File: src/rtl/pin_port_pkg.sv
package pin_port_pkg;

  typedef enum logic [1:0] {
    SEL_NONE = 2'd0,
    SEL_IN   = 2'd1,
    SEL_OUT  = 2'd2,
    SEL_BSR  = 2'd3
  } port_sel_e;

endpackage

File: src/rtl/pin_in_sync.sv
module pin_in_sync #(
  parameter int PINS   = 16,
  parameter int STAGES = 2
) (
  input  logic            clk,
  input  logic            rst,
  input  logic [PINS-1:0] d,
  output logic [PINS-1:0] q
);

  localparam int WARM_W = $clog2(STAGES + 1);

  logic [PINS-1:0] chain [STAGES];

  generate
    for (genvar s = 0; s < STAGES; s++) begin : g_stage
      if (s == 0) begin : g_first
        always_ff @(posedge clk) begin
          if (rst) chain[0] <= '0;
          else     chain[0] <= d;
        end
      end else begin : g_next
        always_ff @(posedge clk) begin
          if (rst) chain[s] <= '0;
          else     chain[s] <= chain[s-1];
        end
      end
    end
  endgenerate

  assign q = chain[STAGES-1];

  // Counts edges since reset so the latency check starts only once the chain is filled.
  logic [WARM_W-1:0] warm;
  always_ff @(posedge clk) begin
    if (rst)                           warm <= '0;
    else if (warm != WARM_W'(STAGES))  warm <= warm + 1'b1;
  end

  AST_SYNC_LATENCY: assert property (@(posedge clk) disable iff (rst)
    (warm == WARM_W'(STAGES)) |-> (q == $past(d, STAGES)));

endmodule

File: src/rtl/pin_bus_decode.sv
module pin_bus_decode
  import pin_port_pkg::*;
#(
  parameter int              ADDR_W  = 8,
  parameter logic [ADDR_W-1:0] IN_OFS  = 8'h10,
  parameter logic [ADDR_W-1:0] OUT_OFS = 8'h14,
  parameter logic [ADDR_W-1:0] BSR_OFS = 8'h18
) (
  input  logic [ADDR_W-1:0] addr,
  input  logic              wr_en,
  output port_sel_e         sel,
  output logic              load_we,
  output logic              bsr_we
);

  always_comb begin
    if (addr == IN_OFS)       sel = SEL_IN;
    else if (addr == OUT_OFS) sel = SEL_OUT;
    else if (addr == BSR_OFS) sel = SEL_BSR;
    else                      sel = SEL_NONE;
  end

  // Writes to the input register and to unmapped offsets produce no strobe.
  assign load_we = wr_en && (sel == SEL_OUT);
  assign bsr_we  = wr_en && (sel == SEL_BSR);

endmodule

File: src/rtl/pin_out_reg.sv
module pin_out_reg #(
  parameter int PINS = 16
) (
  input  logic            clk,
  input  logic            rst,
  input  logic            load_we,
  input  logic [PINS-1:0] load_val,
  input  logic            bsr_we,
  input  logic [PINS-1:0] set_val,
  input  logic [PINS-1:0] clr_val,
  output logic [PINS-1:0] q
);

  always_ff @(posedge clk) begin
    if (rst) begin
      q <= '0;
    end else if (load_we) begin
      q <= load_val;
    end else if (bsr_we) begin
      // Clear first, then set: a bit named in both halves ends at 1.
      q <= (q & ~clr_val) | set_val;
    end
  end

  AST_LOAD_TAKES: assert property (@(posedge clk) disable iff (rst)
    load_we |=> (q == $past(load_val)));

  AST_SET_BITS: assert property (@(posedge clk) disable iff (rst)
    (bsr_we && !load_we) |=> ((q & $past(set_val)) == $past(set_val)));

  AST_CLR_BITS: assert property (@(posedge clk) disable iff (rst)
    (bsr_we && !load_we) |=> ((q & $past(clr_val) & ~$past(set_val)) == '0));

  AST_UNTOUCHED_HOLD: assert property (@(posedge clk) disable iff (rst)
    (bsr_we && !load_we) |=>
      ((q & ~($past(set_val) | $past(clr_val))) == ($past(q) & ~($past(set_val) | $past(clr_val)))));

  AST_IDLE_HOLD: assert property (@(posedge clk) disable iff (rst)
    (!load_we && !bsr_we) |=> $stable(q));

endmodule

File: src/rtl/pin_port_regs.sv
module pin_port_regs
  import pin_port_pkg::*;
#(
  parameter int ADDR_W      = 8,
  parameter int DATA_W      = 32,
  parameter int PINS        = 16,
  parameter int SYNC_STAGES = 2,
  parameter logic [ADDR_W-1:0] IN_OFS  = 8'h10,
  parameter logic [ADDR_W-1:0] OUT_OFS = 8'h14,
  parameter logic [ADDR_W-1:0] BSR_OFS = 8'h18
) (
  input  logic              clk,
  input  logic              rst,
  input  logic [ADDR_W-1:0] bus_addr,
  input  logic              bus_wr_en,
  input  logic [DATA_W-1:0] bus_wr_data,
  input  logic              bus_rd_en,
  output logic [DATA_W-1:0] bus_rd_data,
  input  logic [PINS-1:0]   pin_in,
  output logic [PINS-1:0]   pin_out
);

  localparam int CLR_LSB = DATA_W / 2;

  port_sel_e       sel;
  logic            load_we;
  logic            bsr_we;
  logic [PINS-1:0] in_q;
  logic [DATA_W-1:0] rd_next;

  pin_in_sync #(
    .PINS   (PINS),
    .STAGES (SYNC_STAGES)
  ) u_sync (
    .clk (clk),
    .rst (rst),
    .d   (pin_in),
    .q   (in_q)
  );

  pin_bus_decode #(
    .ADDR_W  (ADDR_W),
    .IN_OFS  (IN_OFS),
    .OUT_OFS (OUT_OFS),
    .BSR_OFS (BSR_OFS)
  ) u_dec (
    .addr    (bus_addr),
    .wr_en   (bus_wr_en),
    .sel     (sel),
    .load_we (load_we),
    .bsr_we  (bsr_we)
  );

  pin_out_reg #(
    .PINS (PINS)
  ) u_out (
    .clk      (clk),
    .rst      (rst),
    .load_we  (load_we),
    .load_val (bus_wr_data[PINS-1:0]),
    .bsr_we   (bsr_we),
    .set_val  (bus_wr_data[PINS-1:0]),
    .clr_val  (bus_wr_data[CLR_LSB +: PINS]),
    .q        (pin_out)
  );

  always_comb begin
    rd_next = '0;
    case (sel)
      SEL_IN:  rd_next[PINS-1:0] = in_q;
      SEL_OUT: rd_next[PINS-1:0] = pin_out;
      default: rd_next = '0;
    endcase
  end

  always_ff @(posedge clk) begin
    if (rst)            bus_rd_data <= '0;
    else if (bus_rd_en) bus_rd_data <= rd_next;
    else                bus_rd_data <= '0;
  end

  AST_RD_IDLE_ZERO: assert property (@(posedge clk) disable iff (rst)
    !bus_rd_en |=> (bus_rd_data == '0));

  AST_BSR_READS_ZERO: assert property (@(posedge clk) disable iff (rst)
    (bus_rd_en && bus_addr == BSR_OFS) |=> (bus_rd_data == '0));

  AST_OUT_READBACK: assert property (@(posedge clk) disable iff (rst)
    (bus_rd_en && bus_addr == OUT_OFS) |=> (bus_rd_data[PINS-1:0] == $past(pin_out)));

endmodule

File: config.mk
export PLATFORM = sky130hd
export DESIGN_NAME = pin_port_regs
export DESIGN_NICKNAME = d
export VERILOG_FILES = /design/src/rtl/pin_port_pkg.sv /design/src/rtl/pin_in_sync.sv /design/src/rtl/pin_bus_decode.sv /design/src/rtl/pin_out_reg.sv /design/src/rtl/pin_port_regs.sv
export SDC_FILE = /design/constraint.sdc
export NUM_CORES = 1
export LEC_CHECK = 0
export ABC_AREA = 1
export CELL_PAD_IN_SITES_DETAIL_PLACEMENT = 1
export CELL_PAD_IN_SITES_GLOBAL_PLACEMENT = 2
export CORE_ASPECT_RATIO = 1.1
export CORE_MARGIN = 8
export CORE_UTILIZATION = 25
export DETAILED_ROUTE_END_ITERATION = 16
export PLACE_DENSITY = 0.83
export SYNTH_ARGS = -nofsm -noshare
export SYNTH_HDL_FRONTEND = slang
export SYNTH_SLANG_ARGS = --single-unit
File: constraint.sdc
create_clock -name clk -period 1.7 [get_ports clk]
set_input_delay 0.17 -clock clk [delete_from_list [all_inputs] [get_ports clk]]
set_output_delay 0.17 -clock clk [all_outputs]
set_load 0.05 [all_outputs]
Word-level counts from Yosys, hierarchy flattened:

Memories as Yosys holds them, arrays and structs flattened.
Cells that the tools add are included.

* logic and storage cells: 31
* output and inout port bits: 48
* memories kept: 1
* flip-flop bits (word level): 48
* ROM bits: 0
* memory bits (writable): 32
* latch bits: 0

Memories
* u_sync.chain: words 2, bits a word 16, rd ports 2, clocked after Yosys merged registers in 0, write ports 2, RTL line pin_in_sync.sv:13 `logic [PINS-1:0] chain [STAGES];`

* shift operators: 0
* add/sub/neg operators: 0
* multiplexer cells: 11
* eq/ne operators: 6
* bitwise gates (word level): 6
* reductions and logical operators: 4
* order comparisons: 0
* divide/modulo/power cells: 0
* multipliers: 0

Operators by type and width (number)
* 2-to-1 mux 16 bit: 4
* case mux 16 bit (2 select lines): 1
* == test 8 x 5 -> 1 bit (second input constant): 3
* bitwise AND 16 bit: 1
* inverter 16 bit: 1
* bitwise OR 16 bit: 1
* 2-to-1 mux 2 bit: 3
* == test 2 bit (second input constant): 2
* 2-to-1 mux 1 bit: 3
* == test 2 x 1 -> 1 bit (second input constant): 1
* logical AND 1 bit: 2
* bitwise OR 1 bit: 2
* nonzero test 2 bit: 1
* OR reduction 2 bit: 1
* inverter 1 bit: 1

Longest topological paths before layout:

* depth after elaboration: 8
* depth in mapped cells: 8
* depth with buffers taken out: 7

Cells and area by module:

From an unflattened synthesis, not the netlist that was laid out.

* cells, all modules: 386
* area total of the unflattened synthesis: 2783.9 um^2

By module, submodules not included
* pin_out_reg: area an instance 929.6 um^2, cells each 149, instances 1
* pin_in_sync: area an instance 914.6 um^2, cells each 99, instances 1
* pin_port_regs: area an instance 879.6 um^2, cells each 124, instances 1
* pin_bus_decode: area an instance 60.1 um^2, cells each 14, instances 1

Least setup slack after synthesis:

No wires, ideal clock.

* kind: in2reg
* start point: input bus_addr[0]
* end point: register u_out.q[10]
* slack: 0.625 ns
* stages: 8
* buffers on the path: 1
* arrival: 1.004 ns
* cell sequence: inv_2 > nand2_1 > nor2_8 > nand3_4 > nand2_4 > buf_8 > nand2_2 > a21oi_2

* word-level cells in the longest chain between the ends: 7
* elaborated cells on any way between the ends: 12

RTL lines
* start: declaration: RTL line pin_port_regs.sv:14 `input logic [ADDR_W-1:0] bus_addr,`
* == test 8 x 5 -> 1 bit: RTL line pin_bus_decode.sv:19 `else if (addr == BSR_OFS) sel = SEL_BSR;`
* 2-to-1 mux 2 bit: RTL line pin_bus_decode.sv:19
* 2-to-1 mux 2 bit: RTL line pin_bus_decode.sv:18 `else if (addr == OUT_OFS) sel = SEL_OUT;`
* 2-to-1 mux 2 bit (*): RTL line pin_bus_decode.sv:17 `if (addr == IN_OFS) sel = SEL_IN;`
* == test 2 bit, on equally long branches: RTL line pin_bus_decode.sv:24, pin_bus_decode.sv:25
* logical AND 1 bit, on equally long branches: RTL line pin_bus_decode.sv:24, pin_bus_decode.sv:25
* 2-to-1 mux 16 bit or nonzero test 2 bit (tied branches)
* end signal: assignment: RTL line pin_out_reg.sv:18 `q <= load_val;`
* end signal: assignment: RTL line pin_out_reg.sv:21 `q <= (q & ~clr_val) | set_val;`
* end: declaration: RTL line pin_out_reg.sv:11 `output logic [PINS-1:0] q`

Mark *: on every way between the ends. The rest lies on a longest branch, timed or not.
A chain may end at the register's enable or synchronous reset.

Worst setup path after layout:

* start point: register bus_rd_data[5]
* end point: output bus_rd_data[5]

RTL lines
* start: declaration: RTL line pin_port_regs.sv:18 `output logic [DATA_W-1:0] bus_rd_data,`
* start signal: assignment: RTL line pin_port_regs.sv:78 `else if (bus_rd_en) bus_rd_data <= rd_next;`

No word-level cell between the ends.

==> run summary <==
Syn Inst Count = 295
Rel. slew slack = 63.1%
Reg2reg start = u_out.q[14]$_SDFFE_PP0P_
Net count, final = 450
Required time of the critical path = 1530 ps
Non-Filler Instances = 515
Final min period = 1630 ps
Setup TNS = 0 ps
# DRC = 0
Yosys warning count = 0
Distinct cell type count after synthesis = 20
Crit path DAT = 1460 ps
Worst path depth = 1
GRT Util Overall = 11.0%
Achievable clock frequency = 0.612 GHz
Crit-path leading delay family = buffers and inverters
Status = complete, no violations
Hold buffer count at CTS = 0
RSZ-0062 raised after global routing = no
Synthesized area per cell = 8.41 sq um
Fillcell total = 1161
FP Rows = 38
Initial core utilization = 25.5%
TritonCTS clock tree = yes
Mapped Area = 2480 sq um
Min Hold Slack = 348 ps
Top Ports = 108
Reg2Reg Setup Slack = 880 ps
Clk_skew = 4.83 ps
Clk buf depth = 2
Number of synthesized register bits = 64
Critical Path Sink Type = output pin
H-Tree Depth = 3
Post-CTS Setup Bufs = 0
Fin crit share = 96.1%
Vias = 2119
Starting DRT DRC Count = 57
Static leakage = 1.46 nW
Drt total wl = 7320 microns
Clk_lat worst skew = 330 ps
Post-synthesis sequential area ratio = 51.6%
Final setup viols = 0
Port bufs = 91
Worst stage delay on the critical path = 810 ps
First-pass GRT wire length = 11700 microns
Hold Path Origin = pin_in[11]
Largest net degree at the start of global routing = 49
WP buf/inv = 1
Core Util, Final = 37.2%
Wire length per cell = 14.2 microns
Post-DP HPWL = 5680 microns
CP max stage cell = clkdlybuf4s50_1
Largest fanout on the critical path = 1
Clock slew seen by the registers of the worst setup and hold paths = 70 ps
Die X = 111 microns
Worst Hold Class = input pin to register
Total power = 3.04 mW
Layout cells sized above 1 = 19.7%
Initial antenna violation count = 0
Vias/cell = 4.11
Pre-antenna DRT Iters = 4
Power Density = 840 nW/um^2
Pre-CTS WS = 5.32 ps
WS Path Type = register to output pin
Synth-to-layout area growth = 45.9%
Max-Cap Viols = 0
Gpl congestion = 0.775
Core ar. = 9750 sq um
R2R cell count = 2
Cell area after layout = 3620 sq um
CTS sink cnt = 64
Setup WS post-layout = 66.5 ps
Final Slew Violations = 0
Cells after DPL = 499
Hold Crit Depth = 3
Diodes inserted = 0
Die Span Y = 120 microns
Worst-margin pin slew = 553 ps
Final hold viol count = 0
Area after DPL = 3450 sq um
Vias in the first global route = 2325
Clock buffer count from CTS = 9
Most common cell after layout, fill and taps aside = clkdlybuf4s50_1
CP Launch Type = register
Setup crit start = bus_rd_data[5]$_SDFF_PP0_
Die Footprint = 13400 sq um
Critical-path cell list = clkdlybuf4s50_1
Commonest cells after routing, fill and taps aside = 69 x clkdlybuf4s50_1, 64 x dfxtp_1, 48 x nand3_1
Detail Route Antenna Nets = 0
GRT overflow = 0
Clk root buf = clkbuf_8
Max VDD drop = 0.268 mV
-- layer usage --
metal	vias up	GRT usage (%)	share of wire (%)
met2	67	18.8	48
met1	964	12.4	46
met3	13	2.77	3.9
met4	0	5.66	2.3
met5	-	0	0
li1	1075	-	-
-- Yosys cell counts (all sizes together) --
cell type / number / area [sq um]
nand3: 50 / 268
inv: 41 / 154
nand2: 40 / 195
conb: 1 / 3.75
nor2: 37 / 186
buf: 28 / 188
a21oi: 32 / 198
clkbuf: 2 / 7.51
dfxtp: 64 / 1280
-- cells by family after synthesis --
kind of cell	synth area share, %
AND/OR/NAND/NOR	26.2
other	0.151
flip-flops	51.6
AO/OA/AOI/OAI	7.97
buffers and inverters	14.1
-- path summary, 6_finish.rpt --
| check | to |
|---|---|
| setup / recovery | bus_rd_data[5] |
| hold / removal | u_sync.chain[0][11]$_SDFF_PP0_ |
| setup reg to reg | bus_rd_data[14]$_SDFF_PP0_ |
| hold reg to reg | u_sync.chain[1][3]$_SDFF_PP0_ |
-- state kept, by name, summed over array words and instances (netlist names) --
| signal | cells |
|---|---|
| u_out.q | 16 |
| bus_rd_data | 16 |
| u_sync.chain | 32 |
-- what timing repair did --
action | 4_1_cts | 5_1_grt
setup endpoints to repair | 3 | 0
gates resized for setup | 3 | 0
endpoints found under the hold margin | 0 | 0
-- cell type report --
class / count / area (sq um) / area share (%)
clock inverter: 4 / 28.8 / 0.795
timing repair buffer: 99 / 955 / 26.4
sequential: 64 / 1280 / 35.4
clock buffer: 12 / 145 / 4.01
tap: 120 / 150 / 4.15
inverter: 41 / 154 / 4.25
multi-input combinational: 175 / 907 / 25.1
-- power breakdown --
group / total [mW] / switching, mW / internal (mW)
combinational: 0.331 / 0.183 / 0.148
clock: 1.16 / 0.592 / 0.573
sequential: 1.54 / 0.00972 / 1.53
total: 3.04 / 0.784 / 2.26
Note: power is estimated with default switching activity, not from simulation.
